--- config.mk ---
export PLATFORM = sky130hd
export DESIGN_NAME = rotmask_unit
export DESIGN_NICKNAME = d
export VERILOG_FILES = /design/src/rtl/rotmask_pkg.sv /design/src/rtl/rotmask_decode.sv /design/src/rtl/rotmask_rotator.sv /design/src/rtl/rotmask_mask_gen.sv /design/src/rtl/rotmask_cr_calc.sv /design/src/rtl/rotmask_unit.sv
export SDC_FILE = /design/constraint.sdc
export NUM_CORES = 1
export LEC_CHECK = 0
export BUFFER_PORTS_ARGS = -buffer_cell sky130_fd_sc_hd__buf_4
export CORE_MARGIN = 5
export CORE_UTILIZATION = 41
export DETAILED_ROUTE_END_ITERATION = 10
export GPL_ROUTABILITY_DRIVEN = 0
export HOLD_SLACK_MARGIN = 0.02
export PLACE_DENSITY_LB_ADDON = 0.15
export SLEW_MARGIN = 40
export SYNTH_ARGS = -nofsm -noshare
export SYNTH_HDL_FRONTEND = slang
export SYNTH_SLANG_ARGS = --single-unit
--- constraint.sdc ---
create_clock -name clk -period 5.3 [get_ports clk]
set_clock_uncertainty 0.15 [all_clocks]
set_input_delay 0.265 -clock clk [delete_from_list [all_inputs] [get_ports clk]]
set_output_delay 0.265 -clock clk [all_outputs]
set_load 0.01 [all_outputs]
--- src/rtl/rotmask_pkg.sv ---
package rotmask_pkg;
  localparam int unsigned WORD_W = 32;
  localparam int unsigned AMT_W  = $clog2(WORD_W);
  localparam int unsigned REG_W  = 5;
  localparam int unsigned OPC_W  = 6;
  localparam int unsigned CR_W   = 4;

  localparam logic [OPC_W-1:0] OPC_ROT_IMM = 6'd21;
  localparam logic [OPC_W-1:0] OPC_ROT_REG = 6'd23;

  // Layout matches the instruction word, first member at the MSB.
  typedef struct packed {
    logic [OPC_W-1:0] opc;
    logic [REG_W-1:0] src;
    logic [REG_W-1:0] dst;
    logic [AMT_W-1:0] amt;
    logic [AMT_W-1:0] mb;
    logic [AMT_W-1:0] me;
    logic             rc;
  } mform_t;

  typedef enum logic [1:0] {
    AMT_NONE = 2'd0,
    AMT_IMM  = 2'd1,
    AMT_REG  = 2'd2
  } amt_src_e;
endpackage

--- src/rtl/rotmask_decode.sv ---
module rotmask_decode
  import rotmask_pkg::*;
(
  input  logic [WORD_W-1:0] instr,
  input  logic [AMT_W-1:0]  rb_amt,
  output mform_t            fields,
  output logic [AMT_W-1:0]  amt,
  output logic              legal
);
  amt_src_e src_sel;
  logic     unused_src;

  assign fields     = mform_t'(instr);
  assign unused_src = ^fields.src;

  always_comb begin
    unique case (fields.opc)
      OPC_ROT_IMM: src_sel = AMT_IMM;
      OPC_ROT_REG: src_sel = AMT_REG;
      default:     src_sel = AMT_NONE;
    endcase
  end

  always_comb begin
    case (src_sel)
      AMT_IMM: amt = fields.amt;
      AMT_REG: amt = rb_amt;
      default: amt = '0;
    endcase
  end

  assign legal = (src_sel != AMT_NONE);
endmodule

--- src/rtl/rotmask_rotator.sv ---
module rotmask_rotator #(
  parameter int unsigned W = 32,
  localparam int unsigned SW = $clog2(W)
) (
  input  logic [W-1:0]  din,
  input  logic [SW-1:0] amt,
  output logic [W-1:0]  dout
);
  logic [2*W-1:0] doubled;
  logic [2*W-1:0] shifted;
  logic           unused_low;

  assign doubled    = {din, din};
  assign shifted    = doubled << amt;
  assign dout       = shifted[2*W-1:W];
  assign unused_low = ^shifted[W-1:0];
endmodule

--- src/rtl/rotmask_mask_gen.sv ---
module rotmask_mask_gen #(
  parameter int unsigned W = 32,
  localparam int unsigned SW = $clog2(W)
) (
  input  logic [SW-1:0] mb,
  input  logic [SW-1:0] me,
  output logic [W-1:0]  mask
);
  logic wraps;
  assign wraps = (mb > me);

  // Position p uses MSB-first numbering: p = 0 drives mask[W-1].
  for (genvar p = 0; p < W; p++) begin : g_bit
    localparam logic [SW-1:0] POS = SW'(p);
    logic from_begin;
    logic to_end;
    assign from_begin = (POS >= mb);
    assign to_end     = (POS <= me);
    assign mask[W-1-p] = wraps ? (from_begin | to_end) : (from_begin & to_end);
  end
endmodule

--- src/rtl/rotmask_cr_calc.sv ---
module rotmask_cr_calc
  import rotmask_pkg::*;
(
  input  logic [WORD_W-1:0] res,
  input  logic              so_in,
  output logic [CR_W-1:0]   cr
);
  logic neg;
  logic zero;

  assign neg  = res[WORD_W-1];
  assign zero = (res == '0);
  assign cr   = {neg, ~neg & ~zero, zero, so_in};
endmodule

--- src/rtl/rotmask_unit.sv ---
module rotmask_unit
  import rotmask_pkg::*;
#(
  parameter int unsigned XLEN = 64
) (
  input  logic                clk,
  input  logic                rst,
  input  logic                issue_vld,
  input  logic [WORD_W-1:0]   instr,
  input  logic [XLEN-1:0]     rs_val,
  input  logic [XLEN-1:0]     rb_val,
  input  logic                xer_so,
  output logic                gpr_we,
  output logic [REG_W-1:0]    dst_idx,
  output logic [XLEN-1:0]     result,
  output logic                cr_we,
  output logic [CR_W-1:0]     cr0
);
  localparam int unsigned PAD_W = XLEN - WORD_W;

  mform_t              fields;
  logic [AMT_W-1:0]    amt;
  logic                legal;
  logic [WORD_W-1:0]   rotated;
  logic [WORD_W-1:0]   mask;
  logic [WORD_W-1:0]   masked;
  logic [CR_W-1:0]     cr_next;
  logic                unused_hi;

  assign unused_hi = ^{rs_val[XLEN-1:WORD_W], rb_val[XLEN-1:AMT_W]};

  rotmask_decode u_dec (
    .instr  (instr),
    .rb_amt (rb_val[AMT_W-1:0]),
    .fields (fields),
    .amt    (amt),
    .legal  (legal)
  );

  rotmask_rotator #(.W(WORD_W)) u_rot (
    .din  (rs_val[WORD_W-1:0]),
    .amt  (amt),
    .dout (rotated)
  );

  rotmask_mask_gen #(.W(WORD_W)) u_mask (
    .mb   (fields.mb),
    .me   (fields.me),
    .mask (mask)
  );

  assign masked = rotated & mask;

  rotmask_cr_calc u_cr (
    .res   (masked),
    .so_in (xer_so),
    .cr    (cr_next)
  );

  always_ff @(posedge clk) begin
    if (rst) begin
      gpr_we  <= 1'b0;
      cr_we   <= 1'b0;
      dst_idx <= '0;
      result  <= '0;
      cr0     <= '0;
    end else begin
      gpr_we  <= issue_vld & legal;
      cr_we   <= issue_vld & legal & fields.rc;
      dst_idx <= fields.dst;
      result  <= {{PAD_W{1'b0}}, masked};
      cr0     <= cr_next;
    end
  end
endmodule

==> tab_implementation.tex <==
\begin{tabular}{lr}
\hline
Metric & Value \\
\hline
\multicolumn{2}{l}{\textbf{Critical path}} \\
\quad Cell chain of the critical path & buf\_4 -> nand4b\_1 -> nor3\_1 -> inv\_1 -> ha\_1 -> a22oi\_2 -> or2\_2 -> a32oi\_1 -> mux4\_2 -> and2\_0 -> o21a\_1 -> a2111o\_1 -> or4\_1 -> o221a\_1 \\
\quad Largest stage delay on the critical path & 0.57 ns \\
\quad Type of origin of the critical path & input port \\
\quad Worst Setup SP & instr[29] \\
\quad Crit path buf inv count & 2 \\
\quad Classification of the worst setup path & input port to flop \\
\quad Endpoint arrival time on the critical path & 4.37 ns \\
\quad Stages on the worst setup path & 14 \\
\quad Slowest cell on the critical path & mux4\_2 \\
\quad Type of destination of the critical path & flop \\
\quad Critical path's top delay family & simple AND/OR/NAND/NOR gates \\
\quad Termination of the worst setup path & cr0[2]\$\_SDFF\_PP0\_ \\
\quad Critical-path maximum fanout & 36 \\
\quad Endpoint required time on the critical path & 5.31 ns \\
\multicolumn{2}{l}{\textbf{Drt}} \\
\quad Post-Route WL & 16.0 mm \\
\quad DR WL/cell & 18.8 um \\
\quad Number of design-rule violations left by the first detailed-router iteration & 441 \\
\quad Residual DRC count & 0 \\
\quad Post-detailed-route via-to-cell ratio & 6.26 \\
\quad Number of routed nets with antenna violations & 0 \\
\quad Vias after detailed routing & 5318 \\
\quad Total iterations of the first detailed-routing run & 6 \\
\multicolumn{2}{l}{\textbf{Synthesis}} \\
\quad Sequential cell area fraction in the yosys report & 0.172 \\
\quad Post-synthesis cell type count & 61 \\
\quad Instance count of the mapped netlist & 647 \\
\quad Most repeated cell in the gate-level netlist after synthesis & nor2\_1 \\
\quad Proportion of register bits with asynchronous set or reset after synthesis & 0 \\
\quad Cell Area, Synth & 4880 um\^{}2 \\
\quad Total of flip-flops plus latches after synthesis & 42 \\
\quad Mean cell area of the mapped netlist & 7.55 um\^{}2 \\
\quad Synth Flop Type & dfxtp\_1 \\
\quad Most used standard cells in the synthesized netlist & nor2\_1 (69), o21ai\_0 (52), nand2\_1 (44) \\
\quad Main area contributors after synthesis & dfxtp\_1 (17\%), mux4\_2 (5.5\%), buf\_4 (5.4\%) \\
\quad Largest area contributor in the synthesized netlist & dfxtp\_1 \\
\quad Number of enable-type register cells in the synthesized netlist & 0 \\
\quad Total number of yosys warnings & 0 \\
\quad Fraction of synthesized cell area taken by the top area cell type & 0.172 \\
\multicolumn{2}{l}{\textbf{Pwr}} \\
\quad P per Cell Area & 178 nW/um\^{}2 \\
\quad Worst vdd ir & 0.000115 V \\
\quad Leak pwr & 2.12 nW \\
\quad Design Power & 1.02 mW \\
\multicolumn{2}{l}{\textbf{Floorplan}} \\
\quad Die height & 119 um \\
\quad Number of top-level design ports & 239 \\
\quad Site Rows & 39 \\
\quad Total die area & 14200 um\^{}2 \\
\quad Initial core utilization & 0.422 \\
\quad Die outline width & 119 um \\
\quad Core area & 11600 um\^{}2 \\
\multicolumn{2}{l}{\textbf{Global routing}} \\
\quad First-pass GRT wire length & 25.3 mm \\
\quad Gr usage total & 0.214 \\
\quad Via count of the first global-routing pass & 4820 \\
\quad Total grt overflow & 0 \\
\quad Antenna violations before repair & 0 \\
\quad Largest net degree at the start of global routing & 65 \\
\multicolumn{2}{l}{\textbf{Clocking}} \\
\quad Post-CTS Repair Setup Buffers & 0 \\
\quad Clock transition at the registers of the reported paths & 0.05 ns \\
\quad Number of buffers added to fix hold violations after cts & 0 \\
\quad Clock tree from TritonCTS & built \\
\quad \# resized after CTS & 0 \\
\quad Clock root buffer & clkbuf\_16 \\
\quad Number of clock sinks & 42 \\
\quad Clock buffer count from CTS & 5 \\
\quad Largest buffer count on any clock path & 2 \\
\quad Maximum level of the CTS H-tree & 2 \\
\multicolumn{2}{l}{\textbf{STA}} \\
\quad RSZ-0062 raised after global routing & false \\
\quad Tcrit/Tclk final & 0.821 \\
\quad Time the worst path needs with I/O delays and setup & 4.35 ns \\
\quad Worst max-slew margin expressed relative to the limit & 0.493 \\
\quad Final Max Tran Viols & 0 \\
\quad Slew @ Worst Pin & 0.758 ns \\
\quad Setup-violating endpoint count in the final report & 0 \\
\quad Peak clock frequency supported by timing & 0.230 GHz \\
\quad Sum Neg Setup Slack & 0 ns \\
\quad Number of endpoints with negative hold slack in the final report & 0 \\
\quad Post-route worst hold slack & 0.0369 ns \\
\multicolumn{2}{l}{\textbf{Layout}} \\
\quad Layout cells sized above 1 & 0.225 \\
\quad Fillers & 1145 \\
\quad Antenna diode count & 0 \\
\quad Final net count & 879 \\
\quad P\&R area growth vs syn & 16.8\% \\
\multicolumn{2}{l}{\textbf{Flow run}} \\
\quad Max Cap Viol & 0 \\
\multicolumn{2}{l}{\textbf{Worst hold path}} \\
\quad Type of the tightest min-delay check & input port to flop \\
\multicolumn{2}{l}{\textbf{Outcome}} \\
\quad Result of the run & finished, final reports clean \\
\multicolumn{2}{l}{\textbf{Placed design}} \\
\quad Final HPWL DP & 12.4 mm \\
\quad Number of I/O port buffers & 110 \\
\hline
\end{tabular}
-- registers in the layout, indices dropped and copies added (netlist names) --
register	count
cr0	3
cr_we	1
dst_idx	5
gpr_we	1
result	32
-- per-layer routing --
| layer | track usage | up-vias | routed length (um) |
|---|---|---|---|
| met5 | 0 | - | 0 |
| met4 | 0.0818 | 0 | 541 |
| met3 | 0.0379 | 36 | 1410 |
| met2 | 0.330 | 272 | 7050 |
| met1 | 0.297 | 2474 | 6960 |
| li1 | - | 2536 | - |
-- logic make-up after synthesis --
kind of cell	after synthesis	synth area share
AO/OA/AOI/OAI	238	0.352
buffers and inverters	107	0.119
multiplexers	21	0.0751
adder cells (fa/ha/maj)	31	0.0677
AND/OR/NAND/NOR	207	0.213
flip-flops	42	0.172
other	1	0.000768
-- layout by cell type, fill, tap and decap left out, drive strengths merged, types with 6 or more instances in the layout --
cell type / n
o31ai: 6
nand2: 44
clkbuf: 6
a22oi: 24
nor3: 11
a32oi: 21
o22ai: 13
buf: 117
inv: 11
a32o: 19
nor2: 69
dfxtp: 42
a211oi: 36
a21oi: 23
a41oi: 6
conb: 32
nor2b: 10
ha: 8
or2: 7
and2: 14
nand3b: 31
maj3: 23
o21ai: 55
mux4: 12
-- through the flow --
| step | setup WS (ns) | utilization | cells | area, um^2 |
|---|---|---|---|---|
| floorplan | 1.45 | - | 678 | 5000 |
| global placement | 0.753 | 0.477 | 843 | 5520 |
| detailed placement | 0.743 | 0.478 | 843 | 5530 |
| CTS | 1.00 | 0.493 | 850 | 5700 |
| global route | 0.694 | 0.493 | 850 | 5700 |
| finish | 0.949 | 0.493 | 850 | 5700 |
-- report_power, final --
part	leakage (nW)	internal, mW	switching, mW	total [mW]
Combinational	1.69	0.143	0.196	0.339
Sequential	0.345	0.334	0.00489	0.339
Clock	0.0829	0.232	0.105	0.337
Total	2.12	0.709	0.306	1.02
-- worst min-delay path by stage --
| stage | cells past startpoint | startpoint | endpoint | slack [ns] |
|---|---|---|---|---|
| final | 2 | instr[0] | cr_we$_SDFF_PP0_ | 0.04 |
| after global routing | 2 | instr[0] | cr_we$_SDFF_PP0_ | 0.04 |
| after CTS | 2 | instr[0] | cr_we$_SDFF_PP0_ | 0.03 |
| after detailed placement | 2 | instr[0] | cr_we$_SDFF_PP0_ | 0.32 |
| after global placement | 2 | instr[0] | cr_we$_SDFF_PP0_ | 0.32 |
| after floorplan | 1 | instr[0] | cr_we$_SDFF_PP0_ | 0.24 |
-- cell type report --
type / instances / area [um^2] / area share
multi-input combinational: 529 / 3590 / 0.630
timing repair buffer: 117 / 878 / 0.154
sequential: 42 / 841 / 0.147
tap: 143 / 179 / 0.0314
clock buffer: 6 / 139 / 0.0243
inverter: 12 / 45.0 / 0.00790
clock inverter: 1 / 30.0 / 0.00526
Power figures use the tool's default switching activity.
